<file path="src/rtl/rzc_pkg.sv">
package rzc_pkg;
   typedef enum logic [1:0] {
      RZC_BLOCK = 2'd0,
      RZC_DELAY = 2'd1,
      RZC_RUN   = 2'd2
   } rzc_state_e;
endpackage

</file>
<file path="src/rtl/rzc_sign_cmp.sv">
module rzc_sign_cmp #(
   parameter int SAMPLE_W = 12
) (
   input  logic                       clk_i,
   input  logic                       rst_ni,
   input  logic signed [SAMPLE_W-1:0] sample_i,
   output logic                       pos_now_o,
   output logic                       changed_o
);
   logic pos_prev_q;

   if (SAMPLE_W < 2) begin : g_bad_width
      $error("rzc_sign_cmp: SAMPLE_W must be at least 2");
   end

   assign pos_now_o = ~sample_i[SAMPLE_W-1];
   assign changed_o = pos_now_o != pos_prev_q;

   always_ff @(posedge clk_i or negedge rst_ni) begin
      if (!rst_ni) pos_prev_q <= 1'b1;
      else         pos_prev_q <= pos_now_o;
   end
endmodule

</file>
<file path="src/rtl/rzc_lockout.sv">
module rzc_lockout #(
   parameter int LOCK_W = 8
) (
   input  logic              clk_i,
   input  logic              rst_ni,
   input  logic              clear_i,
   input  logic              load_i,
   input  logic [LOCK_W-1:0] len_i,
   output logic              idle_o
);
   logic [LOCK_W-1:0] cnt_q;

   if (LOCK_W < 1) begin : g_bad_width
      $error("rzc_lockout: LOCK_W must be at least 1");
   end

   assign idle_o = cnt_q == '0;

   always_ff @(posedge clk_i or negedge rst_ni) begin
      if (!rst_ni)       cnt_q <= '0;
      else if (clear_i)  cnt_q <= '0;
      else if (load_i)   cnt_q <= len_i;
      else if (!idle_o)  cnt_q <= cnt_q - LOCK_W'(1);
   end

   assert_load_when_idle_R6: assert property (@(posedge clk_i) disable iff (!rst_ni)
      load_i |-> idle_o);
endmodule

</file>
<file path="src/rtl/rzc_startup.sv">
module rzc_startup
   import rzc_pkg::*;
#(
   parameter int START_DLY = 4
) (
   input  logic clk_i,
   input  logic rst_ni,
   input  logic run_i,
   output logic active_o,
   output logic force_o
);
   localparam int DLY_W = $clog2(START_DLY + 1);

   rzc_state_e       st_q;
   logic [DLY_W-1:0] cnt_q;

   if (START_DLY < 1) begin : g_bad_dly
      $error("rzc_startup: START_DLY must be at least 1");
   end

   assign force_o  = run_i && st_q == RZC_DELAY && cnt_q == DLY_W'(START_DLY - 1);
   assign active_o = run_i && st_q == RZC_RUN;

   always_ff @(posedge clk_i or negedge rst_ni) begin
      if (!rst_ni) begin
         st_q  <= RZC_BLOCK;
         cnt_q <= '0;
      end else if (!run_i) begin
         st_q  <= RZC_BLOCK;
         cnt_q <= '0;
      end else begin
         unique case (st_q)
            RZC_BLOCK: begin
               st_q  <= RZC_DELAY;
               cnt_q <= '0;
            end
            RZC_DELAY: begin
               if (force_o) st_q <= RZC_RUN;
               else         cnt_q <= cnt_q + DLY_W'(1);
            end
            default: st_q <= RZC_RUN;
         endcase
      end
   end

   assert_force_enters_run_R3: assert property (@(posedge clk_i) disable iff (!rst_ni)
      force_o && run_i |=> st_q == RZC_RUN);
endmodule

</file>
<file path="src/rtl/rzc_detector.sv">
module rzc_detector #(
   parameter int SAMPLE_W  = 12,
   parameter int SAW_W     = 16,
   parameter int LOCK_W    = 8,
   parameter int START_DLY = 4,
   parameter int ARM_N     = 2,
   parameter bit COMP_EN   = 1'b1
) (
   input  logic                       clk_i,
   input  logic                       rst_ni,
   input  logic                       run_i,
   input  logic signed [SAMPLE_W-1:0] sample_i,
   input  logic        [SAW_W-1:0]    saw_i,
   input  logic        [SAW_W-1:0]    comp_thr_i,
   input  logic                       comp_en_i,
   input  logic        [LOCK_W-1:0]   lock_len_i,
   output logic                       dir_o,
   output logic                       zc_pulse_o
);
   localparam int ARM_W = $clog2(ARM_N + 1);

   logic             pos_now, changed;
   logic             active, force_neg;
   logic             lock_idle;
   logic             true_zc, early_zc, accept;
   logic             dir_q, pulse_q;
   logic [ARM_W-1:0] arm_cnt_q;
   logic             armed;

   if (ARM_N < 1) begin : g_bad_arm
      $error("rzc_detector: ARM_N must be at least 1");
   end

   rzc_sign_cmp #(.SAMPLE_W(SAMPLE_W)) i_cmp (
      .clk_i     (clk_i),
      .rst_ni    (rst_ni),
      .sample_i  (sample_i),
      .pos_now_o (pos_now),
      .changed_o (changed)
   );

   rzc_startup #(.START_DLY(START_DLY)) i_start (
      .clk_i    (clk_i),
      .rst_ni   (rst_ni),
      .run_i    (run_i),
      .active_o (active),
      .force_o  (force_neg)
   );

   rzc_lockout #(.LOCK_W(LOCK_W)) i_lock (
      .clk_i   (clk_i),
      .rst_ni  (rst_ni),
      .clear_i (!active),
      .load_i  (accept),
      .len_i   (lock_len_i),
      .idle_o  (lock_idle)
   );

   assign armed   = arm_cnt_q == ARM_W'(ARM_N);
   assign true_zc = active && lock_idle && changed && (pos_now != dir_q);

   if (COMP_EN) begin : g_comp
      assign early_zc = active && lock_idle && comp_en_i && armed &&
                        (pos_now == dir_q) && (saw_i >= comp_thr_i);
   end else begin : g_no_comp
      assign early_zc = 1'b0;
   end

   assign accept = true_zc || early_zc;

   always_ff @(posedge clk_i or negedge rst_ni) begin
      if (!rst_ni)                arm_cnt_q <= '0;
      else if (!active)           arm_cnt_q <= '0;
      else if (true_zc && !armed) arm_cnt_q <= arm_cnt_q + ARM_W'(1);
   end

   always_ff @(posedge clk_i or negedge rst_ni) begin
      if (!rst_ni) begin
         dir_q   <= 1'b1;
         pulse_q <= 1'b0;
      end else begin
         pulse_q <= accept;
         if (force_neg)     dir_q <= 1'b0;
         else if (!active)  dir_q <= 1'b1;
         else if (true_zc)  dir_q <= pos_now;
         else if (early_zc) dir_q <= ~dir_q;
      end
   end

   assign dir_o      = dir_q;
   assign zc_pulse_o = pulse_q;

   assert_blocked_high_R2: assert property (@(posedge clk_i) disable iff (!rst_ni)
      $past(!run_i) |-> dir_o && !zc_pulse_o);

   assert_pulse_flips_dir_R5: assert property (@(posedge clk_i) disable iff (!rst_ni)
      zc_pulse_o |-> dir_o != $past(dir_o));

   assert_blank_after_pulse_R6: assert property (@(posedge clk_i) disable iff (!rst_ni)
      zc_pulse_o && ($past(lock_len_i) != '0) |=> !zc_pulse_o);

   assert_true_sign_R4: assert property (@(posedge clk_i) disable iff (!rst_ni)
      zc_pulse_o && !$past(comp_en_i) |-> dir_o == !$past(sample_i[SAMPLE_W-1]));
endmodule

</file>
<file path="config.mk">
export PLATFORM = sky130hd
export DESIGN_NAME = rzc_detector
export DESIGN_NICKNAME = d
export VERILOG_FILES = /design/src/rtl/rzc_pkg.sv /design/src/rtl/rzc_sign_cmp.sv /design/src/rtl/rzc_lockout.sv /design/src/rtl/rzc_startup.sv /design/src/rtl/rzc_detector.sv
export SDC_FILE = /design/constraint.sdc
export NUM_CORES = 1
export LEC_CHECK = 0
export CORE_UTILIZATION = 45
export DETAILED_ROUTE_END_ITERATION = 8
export PLACE_DENSITY = 0.84
export REMOVE_ABC_BUFFERS = 1
export SLEW_MARGIN = 5
export SYNTH_ARGS = -nofsm -noshare
export SYNTH_HDL_FRONTEND = slang
export SYNTH_SLANG_ARGS = --single-unit
</file>
<file path="constraint.sdc">
create_clock -name clk_i -period 3.62 [get_ports clk_i]
set_clock_uncertainty 0.15 [all_clocks]
set_input_delay 0.543 -clock clk_i [delete_from_list [all_inputs] [get_ports clk_i]]
set_output_delay 0.543 -clock clk_i [all_outputs]
set_load 0.05 [all_outputs]
</file>
### Word level (Yosys, flattened, before mapping)

Cells that the tools add are included.

| cells by class | value |
|---|---|
| bitwise operators | 2 |
| order comparisons | 1 |
| add/sub/neg operators | 3 |
| reductions and logical operators | 16 |
| multiplexer cells | 15 |
| equal/unequal tests | 13 |

Operators with widths:

| kind | number |
|---|---|
| 8-bit 2-to-1 mux | 3 |
| 16-bit greater-or-equal comparator | 1 |
| 1-bit logical AND | 11 |
| 8-bit zero test | 1 |
| 2-bit 2-to-1 mux | 4 |
| 8-bit by 1-bit subtractor with 8-bit output, second input constant | 1 |
| 3-bit 2-to-1 mux | 2 |
| 3-bit != test, second input constant | 2 |
| 3-bit case mux with 2 select lines | 1 |
| 2-bit == test, second input constant | 2 |
| 1-bit 2-to-1 mux | 4 |
| 4-bit by 1-bit != test with 1-bit output, second input constant | 1 |
| 2-bit case mux with 2 select lines | 1 |
| 3-bit by 1-bit adder with 3-bit output, second input constant | 1 |
| 3-bit by 2-bit == test with 1-bit output, second input constant | 1 |
| 3-bit by 1-bit != test with 1-bit output, second input constant | 1 |
| 3-bit by 2-bit != test with 1-bit output, second input constant | 1 |
| 2-bit by 1-bit adder with 2-bit output, second input constant | 1 |
| 2-bit by 1-bit == test with 1-bit output, second input constant | 1 |
| 2-bit zero test | 1 |
| 1-bit != test | 2 |
| 2-bit by 1-bit != test with 1-bit output, second input constant | 1 |
| 1-bit NOT | 2 |
| 2-bit AND reduction | 1 |
| 3 further kinds | 3 |

| storage, ports and cells | value |
|---|---|
| register bits after elaboration | 18 |
| output and inout port bits | 2 |

### Longest topological paths before layout

| logic depth | value |
|---|---|
| word-level depth | 11 |
| gate-level depth with buffers | 9 |

### By module

From an unflattened synthesis, not the netlist that was laid out.

| unflattened totals | value |
|---|---|
| cell total of the unflattened synthesis | 159 |
| area total of the unflattened synthesis | 1431.4 um^2 |

By module, submodules not included:

| module | times used | area each (um^2) | sequential area each (um^2) | cells an instance |
|---|---|---|---|---|
| rzc_detector | 1 | 635.6 | 101.3 | 81 |
| rzc_lockout | 1 | 495.5 | 200.2 | 51 |
| rzc_startup | 1 | 261.5 | 125.1 | 24 |
| rzc_sign_cmp | 1 | 38.8 | 26.3 | 3 |

### Least setup slack after synthesis

OpenSTA, ideal clock, no wires.

| timing | value |
|---|---|
| path type | in2reg |
| from | input port saw_i[0] |
| to | register i_lock.cnt_q[7] |
| buffers on the path | 1 |
| required time | 3.349 ns |
| stages | 8 |
| setup slack | 1.278 ns |
| arrival time | 2.071 ns |
| cell sequence | inv_1 > ha_1 > nand2b_1 > a2111o_1 > a311oi_1 > a21oi_2 > buf_6 > a22o_1 |

| between the ends | value |
|---|---|
| word-level cells in the longest chain between the ends | 5 |
| elaborated cells on any way between the ends | 6 |
| those cells by class | order compare (1); eq/ne (1); mux (2); reduce/logical (2) |

RTL lines:

| item | RTL line | text |
|---|---|---|
| start: declaration | rzc_detector.sv:13 | `input logic [SAW_W-1:0] saw_i,` |
| 16-bit greater-or-equal comparator (*) | rzc_detector.sv:64 | `(pos_now == dir_q) && (saw_i >= comp_thr_i);` |
| 1-bit logical AND (*) | rzc_detector.sv:64 |  |
| 1-bit logical OR (*) | rzc_detector.sv:69 | `assign accept = true_zc \|\| early_zc;` |
| via accept | rzc_detector.sv:25 | `logic true_zc, early_zc, accept;` |
| 8-bit 2-to-1 mux | rzc_lockout.sv:22 | `else if (load_i) cnt_q <= len_i;` |
| 8-bit 2-to-1 mux | rzc_lockout.sv:21 | `else if (clear_i) cnt_q <= '0;` |
| end signal: assignment | rzc_lockout.sv:22 |  |
| end signal: assignment | rzc_lockout.sv:23 | `else if (!idle_o) cnt_q <= cnt_q - LOCK_W'(1);` |
| end: declaration | rzc_lockout.sv:11 | `logic [LOCK_W-1:0] cnt_q;` |

Mark *: on every way through the listed nets, which the timed path passes. The rest lies on a longest branch.
A chain may end at the register's enable or synchronous reset.

### Final worst setup path

| timing | value |
|---|---|
| from | input port comp_thr_i[14] |
| to | register i_lock.cnt_q[0] |

| between the ends | value |
|---|---|
| word-level cells in the longest chain between the ends | 5 |
| elaborated cells on any way between the ends | 6 |
| those cells by class | order compare (1); eq/ne (1); mux (2); reduce/logical (2) |

RTL lines:

| item | RTL line | text |
|---|---|---|
| start: declaration | rzc_detector.sv:14 | `input logic [SAW_W-1:0] comp_thr_i,` |
| 16-bit greater-or-equal comparator (*) | rzc_detector.sv:64 |  |
| 1-bit logical AND (*) | rzc_detector.sv:64 |  |
| 1-bit logical OR (*) | rzc_detector.sv:69 |  |
| 8-bit 2-to-1 mux | rzc_lockout.sv:22 |  |
| 8-bit 2-to-1 mux | rzc_lockout.sv:21 |  |

Every way passes the cells marked *; elsewhere a longest branch is shown, timed or not.

==> impl_results.md <==
* Status: finished with violations
* Failing checks: DRC
* Gr usage total at 21.5%
* Seq/Total Area, Yosys at 32.6%
* Post-Route WL at around 3200 um
* Post-CTS sizing at 0
* R2R Path Start: i_lock.cnt_q[3]$_DFFE_PN0P_
* Antenna Nets Post-Route at 0
* Post-synthesis average cell area at 8.85 um^2
* DRC viols at 1
* Max IR drop VDD at ~200 uV
* Antenna cells at 0
* Required @ worst endpoint at 3710 ps
* Worst Path Max Fanout at 12
* Netlist cell types at 34
* Pins over their slew limit at 0
* Initial antenna violation count at 0
* Fin. Hold Viols at 0
* Row count at 19
* Vias at about 1.3k
* Crit end category: flip-flop
* Worst Reg-to-Reg Cells at 6
* Drt first pass iters at 6
* Power Density at 218 nW/um^2
* Startpoint Class: input port
* Register area at 453 um^2
* Largest net degree at the start of global routing at 19
* Cell area after layout at 1900 um^2
* # Max-Cap Violations at 0
* RSZ-0062 raised after global routing: false
* Worst hold stages at 2
* Sink Count at 18
* # setup viols final at 0
* DR WL/cell at ~14 um
* Drt via density at 5.37
* Vias in the first global route at 1253
* CTS tree: built
* Clock transition at the registers of the reported paths at 110 ps
* Root buf cell: clkbuf_4
* Post-CTS setup buffers at 0
* Hold buffer count at CTS at 0
* Number of flops mapped to enable cells by yosys at 0
* Layout cells sized above 1 at 4.85%
* Reg-to-Reg End: i_lock.cnt_q[0]$_DFFE_PN0P_
* Area after DPL at 1880 um^2
* Hold Path Sink: arm_cnt_q[1]$_DFFE_PN0P_
* Skew-Pair Late Insertion Delay at 300 ps
* Fraction of registers with async set/reset at 100%
* CORE AREA at 2850 um^2
* Flop2flop setup slack at between 1000 and 1500 ps
* Chip height at 57.6 um
* Post-Syn Instances at about 160
* CTS Buffer Depth at 2
* Critical hold path startpoint: arm_cnt_q[1]$_DFFE_PN0P_
* Fin Setup TNS at 0 ps
* Layout area overhead at 37.0%
* Post-route minimum period at 2750 ps
* Relative max-transition margin at 47.7%
* Pleak at 0.885 nW
* Die ar. at 3320 um^2
* Final worst setup slack at 874 ps
* Min-Delay Path Class: flip-flop to flip-flop
* DRT iter0 DRCs at 45
* Port Buffers at 46
* Die X at about 58 um
* H-tree depth at 1
* Synth Flop Type: dfrtp_1
* GPL Wtd Cong at between 0.7 and 0.8
* #FFs+latches synth at 18
* Filler instances at 238
* Initial Util at 48.7%
* Synth Warn # at 0
* Fmax achieved at about 0.36 GHz
* Path type of the worst setup path: input port to flip-flop
* Aggregate global routing overflow at 0
* Detailed Place HPWL at between 2000 and 3000 um
* Final nets at 284
* Mapped Area at between 1000 and 1500 um^2
* Slew at the pin with the worst max-slew slack at 782 ps
* Period utilisation layout at 75.9%
* Critical path arrival at between 2000 and 3000 ps
* Multi-input gate area at about 840 um^2
* Global-route wire length before repair at roughly 5500 um
* Total clock buffers created by CTS at 3
* Pre-CTS setup slack at 572 ps
* # IOs at 58
## cell usage in the layout (no fill, tap or decap), types with 2 or more instances in the layout
master	netlist	layout
clkdlybuf4s50_1	0	46
inv_1	23	23
ha_1	21	21
dfrtp_1	16	16
nand2_1	15	15
a21oi_1	11	11
o21ai_0	10	10
nand2b_1	7	7
nor2_1	7	7
xnor2_1	6	6
nand3b_1	5	5
a22oi_1	3	3
nor2b_1	3	3
clkbuf_4	0	3
nand4_1	2	2
nor4_1	2	2
nand3_1	2	2
o21ai_1	2	2
and2_1	2	2
nor3_1	2	2
a22o_1	2	2
dfstp_2	2	2
## synth_stat cells, types with 2 or more instances
cell,number,area share (%)
dfstp_2,2,3.8
o21ai_0,10,3.6
nand2_1,15,4.1
nand3_1,2,0.72
a21oi_1,11,4.0
nor2b_1,3,1.4
inv_1,23,6.2
dfrtp_1,16,29
nand4_1,2,0.90
nand3b_1,5,2.7
a22oi_1,3,1.6
xnor2_1,6,3.8
ha_1,21,19
nor2_1,7,1.9
o21ai_1,2,0.72
nor4_1,2,0.90
and2_1,2,0.90
a22o_1,2,1.3
nand2b_1,7,3.2
nor3_1,2,0.72
## flip-flops by register name, indices dropped and copies added, names as in the netlist
signal,count
dir_o,1
i_start.st_q,2
i_start.cnt_q,3
zc_pulse_o,1
i_lock.cnt_q,8
arm_cnt_q,2
i_cmp.pos_prev_q,1
## routing by layer
layer	track usage, %	vias up	wire (um)
met3	4.31	4	97
met4	4.18	0	35
met1	26.1	615	1370
li1	-	635	-
met5	0	-	0
met2	39.2	19	1710
## layout make-up
class	instances	share of cell area, %
multi-input cells	115	44.1
inverters	23	4.53
well taps	31	2.04
repair buffers	46	24.2
clock buffers	4	1.38
flip-flops and latches	18	23.8
## through the flow
stage | cells | total power, mW | utilization (%) | hold slack [ps]
2_1_floorplan | 156 | 0.249 | - | 97.4
3_3_place_gp | 233 | 0.307 | 65.8 | 368
3_5_place_dp | 233 | 0.312 | 65.8 | 387
4_1_cts | 237 | 0.417 | 66.8 | 402
5_1_grt | 237 | 0.439 | 66.8 | 417
6_report | 237 | 0.415 | 66.8 | 410
## power breakdown
part / switching (mW) / internal, mW
sequential: 0.00286 / 0.204
combinational: 0.0363 / 0.0642
clock: 0.0645 / 0.0430
total: 0.104 / 0.311
## how the worst max path moves through the flow
stage / startpoint / to / cells past startpoint
2_1_floorplan: saw_i[0] / i_lock.cnt_q[7]$_DFFE_PN0P_ / 7
3_3_place_gp: comp_thr_i[14] / i_lock.cnt_q[0]$_DFFE_PN0P_ / 9
3_5_place_dp: comp_thr_i[14] / i_lock.cnt_q[0]$_DFFE_PN0P_ / 9
4_1_cts: comp_thr_i[14] / i_lock.cnt_q[0]$_DFFE_PN0P_ / 9
5_1_grt: comp_thr_i[14] / i_lock.cnt_q[0]$_DFFE_PN0P_ / 9
6_report: comp_thr_i[14] / i_lock.cnt_q[0]$_DFFE_PN0P_ / 9
## critical path, stage by stage
cell	delay, ps
clkdlybuf4s50_1	450
inv_1	40
ha_1	300
nand4_1	150
nor4_1	390
a311oi_1	170
a21oi_2	490
a21oi_1	160
o21ai_1	140
## logic make-up after synthesis
| logic type | after synthesis | share of synthesized area, % |
|---|---|---|
| AO/OA/AOI/OAI | 32 | 13.8 |
| XOR/XNOR | 7 | 4.41 |
| adder cells (fa/ha/maj) | 21 | 18.9 |
| buffers and inverters | 24 | 7.02 |
| flip-flops | 18 | 32.6 |
| multiplexers | 2 | 1.53 |
| AND/OR/NAND/NOR | 53 | 21.8 |
(Power assumes the default switching activity.)
